$ cat config.mk
export PLATFORM = sky130hd
export DESIGN_NAME = rrc_ripple_gen
export DESIGN_NICKNAME = d
export VERILOG_FILES = /design/src/rtl/rrc_pkg.sv /design/src/rtl/rrc_pos_counter.sv /design/src/rtl/rrc_dir_tracker.sv /design/src/rtl/rrc_pulse_ctrl.sv /design/src/rtl/rrc_ripple_gen.sv
export SDC_FILE = /design/constraint.sdc
export NUM_CORES = 1
export LEC_CHECK = 0
export ABC_AREA = 1
export BUFFER_PORTS_ARGS = -buffer_cell sky130_fd_sc_hd__clkbuf_2
export CAP_MARGIN = 20
export CORE_ASPECT_RATIO = 0.9
export CORE_MARGIN = 5
export CORE_UTILIZATION = 60
export CTS_BUF_LIST = sky130_fd_sc_hd__clkbuf_4 sky130_fd_sc_hd__clkbuf_8
export DETAILED_ROUTE_END_ITERATION = 8
export PLACE_DENSITY = 0.89
export SLEW_MARGIN = 20
export SYNTH_ARGS = -nofsm -noshare
export SYNTH_HDL_FRONTEND = slang
export SYNTH_SLANG_ARGS = --single-unit
$ cat constraint.sdc
create_clock -name clk -period 3.1 [get_ports clk]
set_input_delay 0.155 -clock clk [delete_from_list [all_inputs] [get_ports clk]]
set_output_delay 0.155 -clock clk [all_outputs]
set_load 0.005 [all_outputs]
$ cat src/rtl/rrc_pkg.sv
package rrc_pkg;

   // Step event handed from the position counter to the pulse control
   typedef struct packed {
      logic fire;   // a step is applied at this edge
      logic wrap;   // that step crosses the major carry
   } rrc_step_t;

   // Bits needed to hold the values 0..limit
   function automatic int unsigned cnt_bits(input int unsigned limit);
      return (limit < 2) ? 1 : $clog2(limit + 1);
   endfunction

endpackage

$ cat src/rtl/rrc_pos_counter.sv
module rrc_pos_counter
   import rrc_pkg::*;
#(
   parameter int unsigned POS_W = 16
) (
   input  logic             clk,
   input  logic             rst_n,
   input  logic             step_in,
   input  logic             dir_now,
   output logic [POS_W-1:0] count_o,
   output logic             busy_o,
   output rrc_step_t        evt_o
);

   localparam logic [POS_W-1:0] TOP_VAL = {POS_W{1'b1}};
   localparam logic [POS_W-1:0] ONE_VAL = POS_W'(1);

   logic step_q;
   logic at_carry;

   // The step waits one cycle so that the direction is registered first
   always_comb begin
      at_carry   = dir_now ? (count_o == TOP_VAL) : (count_o == '0);
      evt_o.fire = step_q;
      evt_o.wrap = step_q & at_carry;
   end

   always_ff @(posedge clk or negedge rst_n) begin
      if (!rst_n) begin
         step_q  <= 1'b0;
         busy_o  <= 1'b0;
         count_o <= '0;
      end else begin
         step_q <= step_in;
         busy_o <= step_q;
         if (step_q) begin
            count_o <= dir_now ? (count_o + ONE_VAL) : (count_o - ONE_VAL);
         end
      end
   end

endmodule

$ cat src/rtl/rrc_dir_tracker.sv
module rrc_dir_tracker
   import rrc_pkg::*;
#(
   parameter int unsigned STABLE_STEPS = 2
) (
   input  logic clk,
   input  logic rst_n,
   input  logic dir_in,
   input  logic fire,
   output logic dir_o,
   output logic chg_o,
   output logic stable_o
);

   localparam int unsigned   SW      = cnt_bits(STABLE_STEPS);
   localparam logic [SW-1:0] RUN_LIM = SW'(STABLE_STEPS);
   localparam logic [SW-1:0] RUN_ONE = SW'(1);

   logic          dir_prev;
   logic [SW-1:0] run_q;
   logic [SW-1:0] run_d;

   // Count the steps applied since dir_o last changed, saturating at the limit
   always_comb begin
      chg_o = dir_o ^ dir_prev;
      if (chg_o) begin
         run_d = fire ? RUN_ONE : '0;
      end else if (fire && (run_q < RUN_LIM)) begin
         run_d = run_q + RUN_ONE;
      end else begin
         run_d = run_q;
      end
      stable_o = (run_d >= RUN_LIM);
   end

   always_ff @(posedge clk or negedge rst_n) begin
      if (!rst_n) begin
         dir_o    <= 1'b1;
         dir_prev <= 1'b1;
         run_q    <= '0;
      end else begin
         dir_o    <= dir_in;
         dir_prev <= dir_o;
         run_q    <= run_d;
      end
   end

endmodule

$ cat src/rtl/rrc_pulse_ctrl.sv
module rrc_pulse_ctrl
   import rrc_pkg::*;
#(
   parameter int unsigned MIN_HIGH_CYC = 30
) (
   input  logic      clk,
   input  logic      rst_n,
   input  rrc_step_t evt_i,
   input  logic      chg_i,
   input  logic      stable_i,
   output logic      ripple_o
);

   logic timer_ok;
   logic dirty_q;
   logic dirty_eff;
   logic set_p;
   logic clr_p;

   always_comb begin
      dirty_eff = dirty_q | (chg_i & ripple_o);
      set_p     = evt_i.wrap;
      clr_p     = ripple_o & evt_i.fire & timer_ok & ~set_p &
                  (~dirty_eff | stable_i);
   end

   generate
      if (MIN_HIGH_CYC <= 1) begin : g_no_timer
         // The clear needs ripple_o high already, so one cycle is given anyway
         assign timer_ok = 1'b1;
      end else begin : g_timer
         localparam int unsigned   TW   = cnt_bits(MIN_HIGH_CYC);
         localparam logic [TW-1:0] TLIM = TW'(MIN_HIGH_CYC);
         localparam logic [TW-1:0] TONE = TW'(1);
         logic [TW-1:0] high_q;

         always_ff @(posedge clk or negedge rst_n) begin
            if (!rst_n) begin
               high_q <= '0;
            end else if (set_p) begin
               high_q <= TONE;
            end else if (clr_p) begin
               high_q <= '0;
            end else if (ripple_o && (high_q < TLIM)) begin
               high_q <= high_q + TONE;
            end
         end

         assign timer_ok = (high_q >= TLIM);
      end
   endgenerate

   always_ff @(posedge clk or negedge rst_n) begin
      if (!rst_n) begin
         ripple_o <= 1'b0;
         dirty_q  <= 1'b0;
      end else if (set_p) begin
         ripple_o <= 1'b1;
         dirty_q  <= 1'b0;
      end else if (clr_p) begin
         ripple_o <= 1'b0;
         dirty_q  <= 1'b0;
      end else begin
         dirty_q  <= dirty_eff;
      end
   end

endmodule

$ cat src/rtl/rrc_ripple_gen.sv
module rrc_ripple_gen
   import rrc_pkg::*;
#(
   parameter int unsigned POS_W        = 16,
   parameter int unsigned MIN_HIGH_CYC = 30,
   parameter int unsigned STABLE_STEPS = 2
) (
   input  logic             clk,
   input  logic             rst_n,
   input  logic             step_in,
   input  logic             dir_in,
   input  logic             inhibit_in,
   output logic [POS_W-1:0] count_o,
   output logic             busy_o,
   output logic             ripple_o,
   output logic             dir_o
);

   generate
      if (POS_W < 2) begin : g_bad_pos_w
         $error("rrc_ripple_gen: POS_W must be 2 or more");
      end
      if (MIN_HIGH_CYC < 1) begin : g_bad_min_high
         $error("rrc_ripple_gen: MIN_HIGH_CYC must be 1 or more");
      end
      if (STABLE_STEPS < 1) begin : g_bad_stable
         $error("rrc_ripple_gen: STABLE_STEPS must be 1 or more");
      end
   endgenerate

   // The marker and the count do not depend on the output inhibit
   logic unused_inhibit;
   assign unused_inhibit = inhibit_in;

   rrc_step_t evt;
   logic      dir_chg;
   logic      dir_stable;

   rrc_dir_tracker #(
      .STABLE_STEPS (STABLE_STEPS)
   ) u_dir (
      .clk      (clk),
      .rst_n    (rst_n),
      .dir_in   (dir_in),
      .fire     (evt.fire),
      .dir_o    (dir_o),
      .chg_o    (dir_chg),
      .stable_o (dir_stable)
   );

   rrc_pos_counter #(
      .POS_W (POS_W)
   ) u_pos (
      .clk     (clk),
      .rst_n   (rst_n),
      .step_in (step_in),
      .dir_now (dir_o),
      .count_o (count_o),
      .busy_o  (busy_o),
      .evt_o   (evt)
   );

   rrc_pulse_ctrl #(
      .MIN_HIGH_CYC (MIN_HIGH_CYC)
   ) u_pulse (
      .clk      (clk),
      .rst_n    (rst_n),
      .evt_i    (evt),
      .chg_i    (dir_chg),
      .stable_i (dir_stable),
      .ripple_o (ripple_o)
   );

endmodule

==> results of run 1 <==
## kinds of logic after synthesis
group / after synthesis / share of synthesized area
buffers and inverters: 53 / 0.09395
XOR/XNOR: 7 / 0.02824
AND/OR/NAND/NOR: 199 / 0.3862
AO/OA/AOI/OAI: 22 / 0.05475
flip-flops: 29 / 0.3354
adder cells (fa/ha/maj): 17 / 0.1014
## worst max-delay path: stages, from the launching register on
cell     delay [ns]
dfstp_2        0.63
inv_1          0.28
ha_1           0.43
nand2_1        0.14
nor2_1         0.07
nand2_1        0.06
nand3_1        0.19
or2_1          0.28
nand3_1        0.06
o21ai_0        0.07
## path summary, 6_finish.rpt
kind	start	to	slack (ns)	cells past startpoint
worst max-delay path	u_dir.dir_o	u_pos.count_o[6]	0.76	9
worst min-delay path	u_dir.dir_o	u_dir.dir_prev	0.44	0
worst max register to register	u_dir.dir_o	u_pos.count_o[6]	0.76	9
worst min register to register	u_dir.dir_o	u_dir.dir_prev	0.44	0
max in group asynchronous	rst_n	u_pulse.g_timer.high_q[4]	2.14	2
min in group asynchronous	rst_n	u_pos.count_o[13]	0.47	2
## cell usage in the layout (no fill, tap or decap), drive strengths merged
cell / Yosys / routed
a21oi: 11 / 11
and2: 1 / 1
buf: 3 / 1
clkbuf: 0 / 27
clkinv: 1 / 3
clkinvlp: 0 / 1
dfrtp: 27 / 27
dfstp: 2 / 2
dlygate4sd3: 0 / 3
fa: 1 / 1
ha: 16 / 16
inv: 49 / 49
nand2: 123 / 123
nand3: 28 / 28
nand3b: 2 / 2
nand4: 4 / 4
nor2: 28 / 28
nor3: 7 / 7
o21ai: 10 / 10
o22ai: 1 / 1
or2: 6 / 6
xnor2: 2 / 2
xor2: 5 / 5
## state kept, by name (all words and copies together), names as in the netlist
| signal | flops |
|---|---|
| u_pos.busy_o | 1 |
| u_pulse.g_timer.high_q | 5 |
| u_pos.count_o | 16 |
| u_dir.dir_prev | 1 |
| u_pulse.dirty_q | 1 |
| u_pos.step_q | 1 |
| u_dir.dir_o | 1 |
| u_dir.run_q | 2 |
| u_pulse.ripple_o | 1 |
## cell type report
type | instances | share of cell area
clock inverters | 3 | 0.007168
multi-input cells | 245 | 0.5069
repair buffers | 26 | 0.06042
well taps | 44 | 0.02253
inverters | 50 | 0.07681
clock buffers | 5 | 0.02816
flip-flops and latches | 29 | 0.2980
## where the power goes
group / internal, W / switching, W
combinational: 0.000506 / 0.000752
sequential: 0.000524 / 0.000198
clock: 0.000155 / 0.000152
total: 0.00118 / 0.00110
## metal layers
metal,global-route usage,routed length (um)
met5,0,0
met4,0.08597,78
met3,0.04223,314
met2,0.3549,2155
met1,0.3065,2284
## metrics by stage
stage | setup slack, ns | utilization | area [um^2]
floorplan | 1.094 | - | 2171
global placement | 0.8616 | 0.6788 | 2327
detailed placement | 0.7948 | 0.6788 | 2327
CTS | 0.7613 | 0.7128 | 2444
global route | 0.5572 | 0.7128 | 2444
finish | 0.7601 | 0.7128 | 2444
==> impl_metrics.toml, run 1 <==
[status]
outcome = "complete, no violations"

[cells_and_area]
seq_area_um2 = 728.2
fillers = 293
n_antenna_cell = 0
nets = 379
area_growth_pct = 12.56
drive_gt1_frac = 0.1061
final_cells = 402
multi_input_area_um2 = 1239

[drt]
wl_per_cell_um = 12.02
drc = 0
vias = 2046
viasPerCell = 5.090
firstDrtPassIters = 4
finalWirelength_um = 4833
ant_nets = 0
drtIter0Drc = 105

[die]
die_h_um = 67.07
die_w_um = 73.41
die_area_um2 = 4923
start_util = 0.6332
core-area_um2 = 3428
ios = 24
rows = 20

[synthesis]
ys_seq_elements = 29
postSynthAreaPerCell_um2 = 6.639
synth_top_area_cell = "dfrtp_1"
ys.flop_type = "dfrtp_1"
async_flop_share = 1.000
yosysMostFrequentCell = "nand2_1"
synth_fp_nets = 349
yosysUniqueCellTypes = 27
synth_common_cells = "nand2_1 (120), inv_1 (49), nand3_1 (28), nor2_1 (28), dfrtp_1 (27)"
synth_top_area_frac = 0.3112
synth-warning-count = 0
synth-edff-count = 0
syn-instance-count = 327
ys_seq_area_frac = 0.3354
synthTopCellsByArea = "dfrtp_1 (31%), nand2_1 (21%), ha_1 (9.2%)"
synthesis.area_um2 = 2171

[worst_setup_path]
crit_fanout = 14
startpoint_type = "flip-flop"
end_kind = "flip-flop"
required_ns = 3.26
crit_type = "reg -> reg"
arrival_ns = 2.50

[clocking]
htreeDepth = 2
insertion_delay_ns = 0.28
ctsResizeCount = 0
cts_made_buffers = 5
cts_root_buffer = "clkbuf_8"
clk_pin_slew_worst_paths_ns = 0.07
cts_sinks = 29
cts_tree = "done"
cts_setup_buffers = 0
holdBufCountCts = 3
clk_path_buf_depth = 2

[placement]
placedCellCount = 391
post-dp-hpwl_um = 3496
placement.io_buffers = 22
gp_congestion = 0.8877

[global_routing]
overflow = 0
grt_pass1_wl_um = 8445
grt_util_all_layers = 0.2259
grt_max_degree = 30
antenna_found_initial = 0
grt_pass1_vias = 1861

[hold_path]
hp-class = "reg -> reg"

[sta]
post-route-period-util = 0.7548
fin_crit_ns = 2.340
tightest_slew_ns = 0.7541
setup_viol = 0
rsz0062_at_grt = "false"
hold_slack_ns = 0.4351
finalMaxSlewViolations = 0
final-hold-violation-count = 0
finalSetupTns_ns = 0
slew_headroom = 0.4973
finalClockSkew_ns = 0.006032
fmax_ghz = 0.4274

[flow_run]
maxCapViolations = 0

[power]
power-per-cell-area_nw_per_um2 = 935.6
vdd_ir_drop_max_mv = 0.5795
leakagePower_nw = 1.391
finalPower_w = 0.002286
(Power assumes the default switching activity.)
==> run 2: changes to the inputs <==
==> constraint.sdc (replaced) <==
create_clock -name clk -period 2.28 [get_ports clk]
set_input_delay 0.114 -clock clk [delete_from_list [all_inputs] [get_ports clk]]
set_output_delay 0.114 -clock clk [all_outputs]
set_load 0.005 [all_outputs]
==> impl_metrics.toml, run 2 (synthesis gave the netlist of run 1 again) <==
[power]
share_comb_of_total_power = 0.530
leakagePower_nw = 1.418
clkPwrFrac = 0.172
switchingPower_w = 0.001513
seq_power_share = 0.299
p_int_w = 0.001786
vdd_ir_drop_max_mv = 0.8555
power-per-cell-area_nw_per_um2 = 1298
power_switching_share = 0.4587

[worst_setup_path]
crit_type = "reg -> reg"
startpoint_type = "flip-flop"
reg2reg_depth = 10
timing.rr.start = "u_dir.dir_o"
r2r-end = "u_pos.count_o[13]"
crit_fanout = 5
required_ns = 2.45
end_kind = "flip-flop"
r2r_setup_slack_ns = 0.14
arrival_ns = 2.31

[hold_path]
worstHoldStart = "u_pos.step_q"
worstHoldPathCells = 0
hp-class = "reg -> reg"
min_to = "u_pos.busy_o"

[cells_and_area]
nets = 382
final_cells = 405
area_growth_pct = 17.06
fin_area_um2 = 2541
final_common_cell = "nand2_1"
largest_reg_flops = 16
n_antenna_cell = 0
top_register = "u_pos.count_o"
fillers = 271
final_cell_mix = "nand2_1 (120), inv_1 (48), nor2_1 (28), nand3_1 (28), dfrtp_1 (27)"
drive_gt1_frac = 0.1219
largestRegisters = "u_pos.count_o (16), u_pulse.g_timer.high_q (5), u_dir.run_q (2)"

[clocking]
htreeDepth = 2
clk_path_buf_depth = 2
cts_made_buffers = 5
cts_root_buffer = "clkbuf_8"
cts_tree = "done"
cts_sinks = 29
insertion_delay_ns = 0.28
clk_pin_slew_worst_paths_ns = 0.07

[die]
ios = 24
die_w_um = 73.41
start_util = 0.6332
core-area_um2 = 3428
die_h_um = 67.07
die_area_um2 = 4923
rows = 20

[flow_run]
maxCapViolations = 0

[global_routing]
overflow = 0
grt_max_degree = 30
grt_util_all_layers = 0.2310
antenna_found_initial = 0
grt_pass1_wl_um = 8763
grt_pass1_vias = 1985

[sta]
finalMaxSlewViolations = 0
fin_crit_ns = 2.138
final-hold-violation-count = 0
fmax_ghz = 0.4676
slew_headroom = 0.5183
finalSetupTns_ns = 0
rsz0062_at_grt = "false"
post-route-period-util = 0.9379
finalClockSkew_ns = 0.005956
tightest_slew_ns = 0.7225
finalWorstSetupSlack_ns = 0.1416
setup_viol = 0

[drt]
viasPerCell = 5.170
finalWirelength_um = 5084
vias = 2094
ant_nets = 0
firstDrtPassIters = 4
drtIter0Drc = 151
drc = 0
wl_per_cell_um = 12.55

[status]
outcome = "complete, no violations"

[placement]
dpl_cell_area_um2 = 2335
preCtsSetupSlack_ns = 0.1557
gp_congestion = 0.8816
placedCellCount = 392
placement.io_buffers = 22
post-dp-hpwl_um = 3653
## run 2: changes by cell type in the layout (fill, tap and decap cells not counted), moves of 2 or more
cell | before | now
buf_4 | 1 | 3
clkinv_2 | 2 | 0
ha_1 | 16 | 14
ha_4 | 0 | 2
## run 2: critical path, cell delays in order, from the launching register on
cell and delay (ns):
dfstp_2 0.55, clkinvlp_4 0.11, buf_4 0.15, ha_1 0.33
or2_1 0.27, nand3_1 0.11, nand2_1 0.12, nand2_1 0.12
nand3_1 0.09, nand3_1 0.12, nand2_1 0.06
## run 2: power groups by stage
stage	Combinational [W]	Sequential [W]	Clock (W)
global route	0.00204	0.00103	0.000596
global placement	0.00162	0.000973	0
finish	0.00175	0.000986	0.000566
CTS	0.00171	0.000979	0.000571
floorplan	0.00126	0.000937	0
detailed placement	0.00169	0.000982	0
## run 2: metrics by stage
stage,util,hold slack (ns),total power [W]
after floorplan,-,-0.1816,0.002194
final,0.7412,0.4025,0.003299
after detailed placement,0.6810,0.2023,0.002672
after global placement,0.6810,0.2008,0.002595
after global routing,0.7412,0.4235,0.003664
after CTS,0.7248,0.4043,0.003260
## run 2: timing repair
| action | 4_1_cts | 5_1_grt |
|---|---|---|
| setup buffers | 0 | 2 |
| endpoints found under the setup margin | 0 | 7 |
| hold endpoints to repair | 29 | 0 |
| hold buffers | 3 | 0 |
| resized for setup | 0 | 3 |
## run 2: layout make-up
| class | count | area (um^2) | area share |
|---|---|---|---|
| sequential | 29 | 728.2 | 0.2866 |
| inverter | 50 | 191.4 | 0.07533 |
| multi-input combinational | 245 | 1264 | 0.4973 |
| tap | 44 | 55.05 | 0.02166 |
| timing repair buffer | 29 | 182.7 | 0.07189 |
| clock buffer | 6 | 82.58 | 0.03250 |
| clock inverter | 2 | 37.54 | 0.01477 |
## run 2: worst max path at each step
stage                     start           endpoint  slack [ns]  cells after the start
detailed placement  u_dir.dir_o  u_pos.count_o[13]        0.16                      9
global placement    u_dir.dir_o  u_pos.count_o[13]        0.21                      9
finish              u_dir.dir_o  u_pos.count_o[13]        0.14                     10
floorplan           u_dir.dir_o   u_pos.count_o[7]        0.27                      8
global route        u_dir.dir_o  u_pos.count_o[13]        0.02                     10
CTS                 u_dir.dir_o  u_pos.count_o[13]        0.11                      9
## run 2: routing by layer
metal / wire length [um] / global-route usage / up-vias
met2: 2456 / 0.3884 / 49
met3: 287 / 0.04223 / 4
met1: 2311 / 0.3078 / 957
met5: 0 / 0 / -
met4: 28 / 0.05204 / 0
li1: - / - / 1084
==> run 3: changes to the inputs <==
--- a/config.mk
+++ b/config.mk
@@ -10,11 +10,12 @@
 export CAP_MARGIN = 20
 export CORE_ASPECT_RATIO = 0.9
 export CORE_MARGIN = 5
-export CORE_UTILIZATION = 60
+export CORE_UTILIZATION = 38
 export CTS_BUF_LIST = sky130_fd_sc_hd__clkbuf_4 sky130_fd_sc_hd__clkbuf_8
 export DETAILED_ROUTE_END_ITERATION = 8
-export PLACE_DENSITY = 0.89
+export PLACE_DENSITY = 0.64
 export SLEW_MARGIN = 20
 export SYNTH_ARGS = -nofsm -noshare
 export SYNTH_HDL_FRONTEND = slang
+export SYNTH_HIERARCHICAL = 1
 export SYNTH_SLANG_ARGS = --single-unit
==> impl_metrics.toml, run 3 <==
[drt]
vias = 2091
ant_nets = 0
drtIter0Drc = 165
routed.top_layer = "met4"
firstDrtPassIters = 5
wl_met2_um = 2160
wl_per_cell_um = 11.79
met3WireLength_um = 368
wl_met1_um = 2628
viasPerCell = 4.741
drc = 0
finalWirelength_um = 5200

[synthesis]
synth_common_cells = "nand2_1 (120), inv_1 (53), dfrtp_1 (27), nand3_1 (27), nor2_1 (17)"
synthTopCellsByArea = "dfrtp_1 (30%), nand2_1 (20%), ha_1 (8.8%)"
ys_seq_elements = 29
synth_top_area_cell = "dfrtp_1"
synth-edff-count = 0
synth_fp_nets = 362
postSynthAreaPerCell_um2 = 6.676
yosysUniqueCellTypes = 30
syn-instance-count = 340
synth-warning-count = 6
async_flop_share = 1.000
ys_seq_area_frac = 0.3208
synthesis.area_um2 = 2270
ys.flop_type = "dfrtp_1"
yosysMostFrequentCell = "nand2_1"
synth_top_area_frac = 0.2977

[cells_and_area]
fin_area_um2 = 2592
nets = 392
n_antenna_cell = 0
final_cell_mix = "nand2_1 (120), inv_1 (53), nand3_1 (27), dfrtp_1 (27), clkbuf_2 (22)"
drive_gt1_frac = 0.1644
largest_reg_flops = 16
final_common_cell = "nand2_1"
area_growth_pct = 14.22
top_register = "u_pos/count_o"
largestRegisters = "u_pos/count_o (16), u_pulse/g_timer.high_q (5), u_dir/run_q (2)"

[clocking]
ctsResizeCount = 0
insertion_delay_ns = 0.28
cts_made_buffers = 5
cts_sinks = 29
clk_pin_slew_worst_paths_ns = 0.07
cts_tree = "done"
holdBufCountCts = 3
htreeDepth = 2
cts_setup_buffers = 0
cts_root_buffer = "clkbuf_8"
clk_path_buf_depth = 2

[sta]
finalClockSkew_ns = 0.009133
slew_headroom = 0.5078
setup_viol = 0
fin_crit_ns = 2.078
finalMaxSlewViolations = 0
tightest_slew_ns = 0.7383
post-route-period-util = 0.9114
finalSetupTns_ns = 0
fmax_ghz = 0.4813
rsz0062_at_grt = "false"
final-hold-violation-count = 0

[worst_setup_path]
crit_top_cell = "nand2_1"
cp_cell_sequence = "inv_1 > ha_1 > nand2_1 > inv_2 > nand2_1 > nand2_1 > a21oi_1 > nand3_1 > nand3_1 > nand2_1"
max_stage_delay_ns = 0.53
arrival_ns = 2.24
crit_buf_inv = 2
required_ns = 2.45
end_kind = "flip-flop"
cp_top_family = "simple AND/OR/NAND/NOR gates"
startpoint_type = "flip-flop"
crit_type = "reg -> reg"
crit_fanout = 14
cpMaxStageDelayCell = "dfstp_2"

[power]
leakagePower_nw = 1.492
power-per-cell-area_nw_per_um2 = 1283
vdd_ir_drop_max_mv = 0.6638

[global_routing]
antenna_found_initial = 0
grt_util_all_layers = 0.1413
overflow = 0
grt_max_degree = 30
grt_pass1_vias = 1874
grt_pass1_wl_um = 8907

[die]
die_w_um = 91.47
die_h_um = 83.32
die_area_um2 = 7621
start_util = 0.3964
ios = 24
core-area_um2 = 5725
rows = 26

[flow_run]
maxCapViolations = 0

[hold_path]
hp-class = "in -> async"

[placement]
post-dp-hpwl_um = 3944
gp_congestion = 0.8652
placement.io_buffers = 22
dpl_cell_area_um2 = 2461

[status]
outcome = "complete, no violations"
## run 3: cells by family after synthesis
| group | count (synthesis) | share of synthesized area |
|---|---|---|
| AO/OA/AOI/OAI | 22 | 0.04851 |
| XOR/XNOR | 4 | 0.01544 |
| adder cells (fa/ha/maj) | 17 | 0.09702 |
| buffers and inverters | 63 | 0.1069 |
| flip-flops | 29 | 0.3208 |
| AND/OR/NAND/NOR | 205 | 0.4112 |
## run 3: path summary, 6_finish.rpt
| path | startpoint | to | slack [ns] | cells past startpoint |
|---|---|---|---|---|
| max in group asynchronous | rst_n | u_pos/count_o[13] | 1.38 | 2 |
| worst max register to register | u_dir/dir_o | u_pos/count_o[15] | 0.20 | 10 |
| min in group clk | dir_in | u_dir/dir_o | 0.47 | 2 |
| worst min-delay path | rst_n | u_pos/count_o[3] | 0.42 | 2 |
| worst max-delay path | u_dir/dir_o | u_pos/count_o[15] | 0.20 | 10 |
| worst min register to register | u_dir/run_q[1] | u_dir/run_q[1] | 0.53 | 2 |
## run 3: power breakdown
group          total (W)  internal [W]  switching [W]
sequential      0.000983      0.000716       0.000266
combinational    0.00187      0.000736        0.00113
clock           0.000476      0.000273       0.000203
## run 3: metal layers
metal  track usage  vias up
met5             0        -
met4       0.03200        0
met3       0.03165        5
met2        0.2075       47
met1        0.2088      918
li1              -     1121
## run 3: through the flow
stage               setup WS [ns]  total power [W]  hold WS (ns)  utilization  cells
global route              0.01024         0.003697        0.4895       0.4528    441
floorplan                  0.3210         0.002348       -0.1816            -    340
finish                     0.2021         0.003326        0.4187       0.4528    441
CTS                        0.2012         0.003353        0.4488       0.4528    441
global placement           0.2557         0.002813        0.2015       0.4299    430
detailed placement         0.2113         0.002856        0.2029       0.4299    430
## run 3: layout make-up
| type | instances | area, um^2 |
|---|---|---|
| clock inverter | 1 | 5.005 |
| inverter | 59 | 221.5 |
| clock buffer | 7 | 96.34 |
| timing repair buffer | 27 | 155.1 |
| sequential | 29 | 728.2 |
| fill | 600 | 3133 |
| tap | 70 | 87.58 |
| multi-input combinational | 248 | 1299 |
## run 3: worst reg2reg max path, delay by kind of cell (launching register included)
family | cells | cell delay (ns)
adder cells (fa/ha/maj) | 1 | 0.44
flip-flops | 1 | 0.53
buffers and inverters | 2 | 0.28
AND/OR/NAND/NOR | 6 | 0.55
AO/OA/AOI/OAI | 1 | 0.19
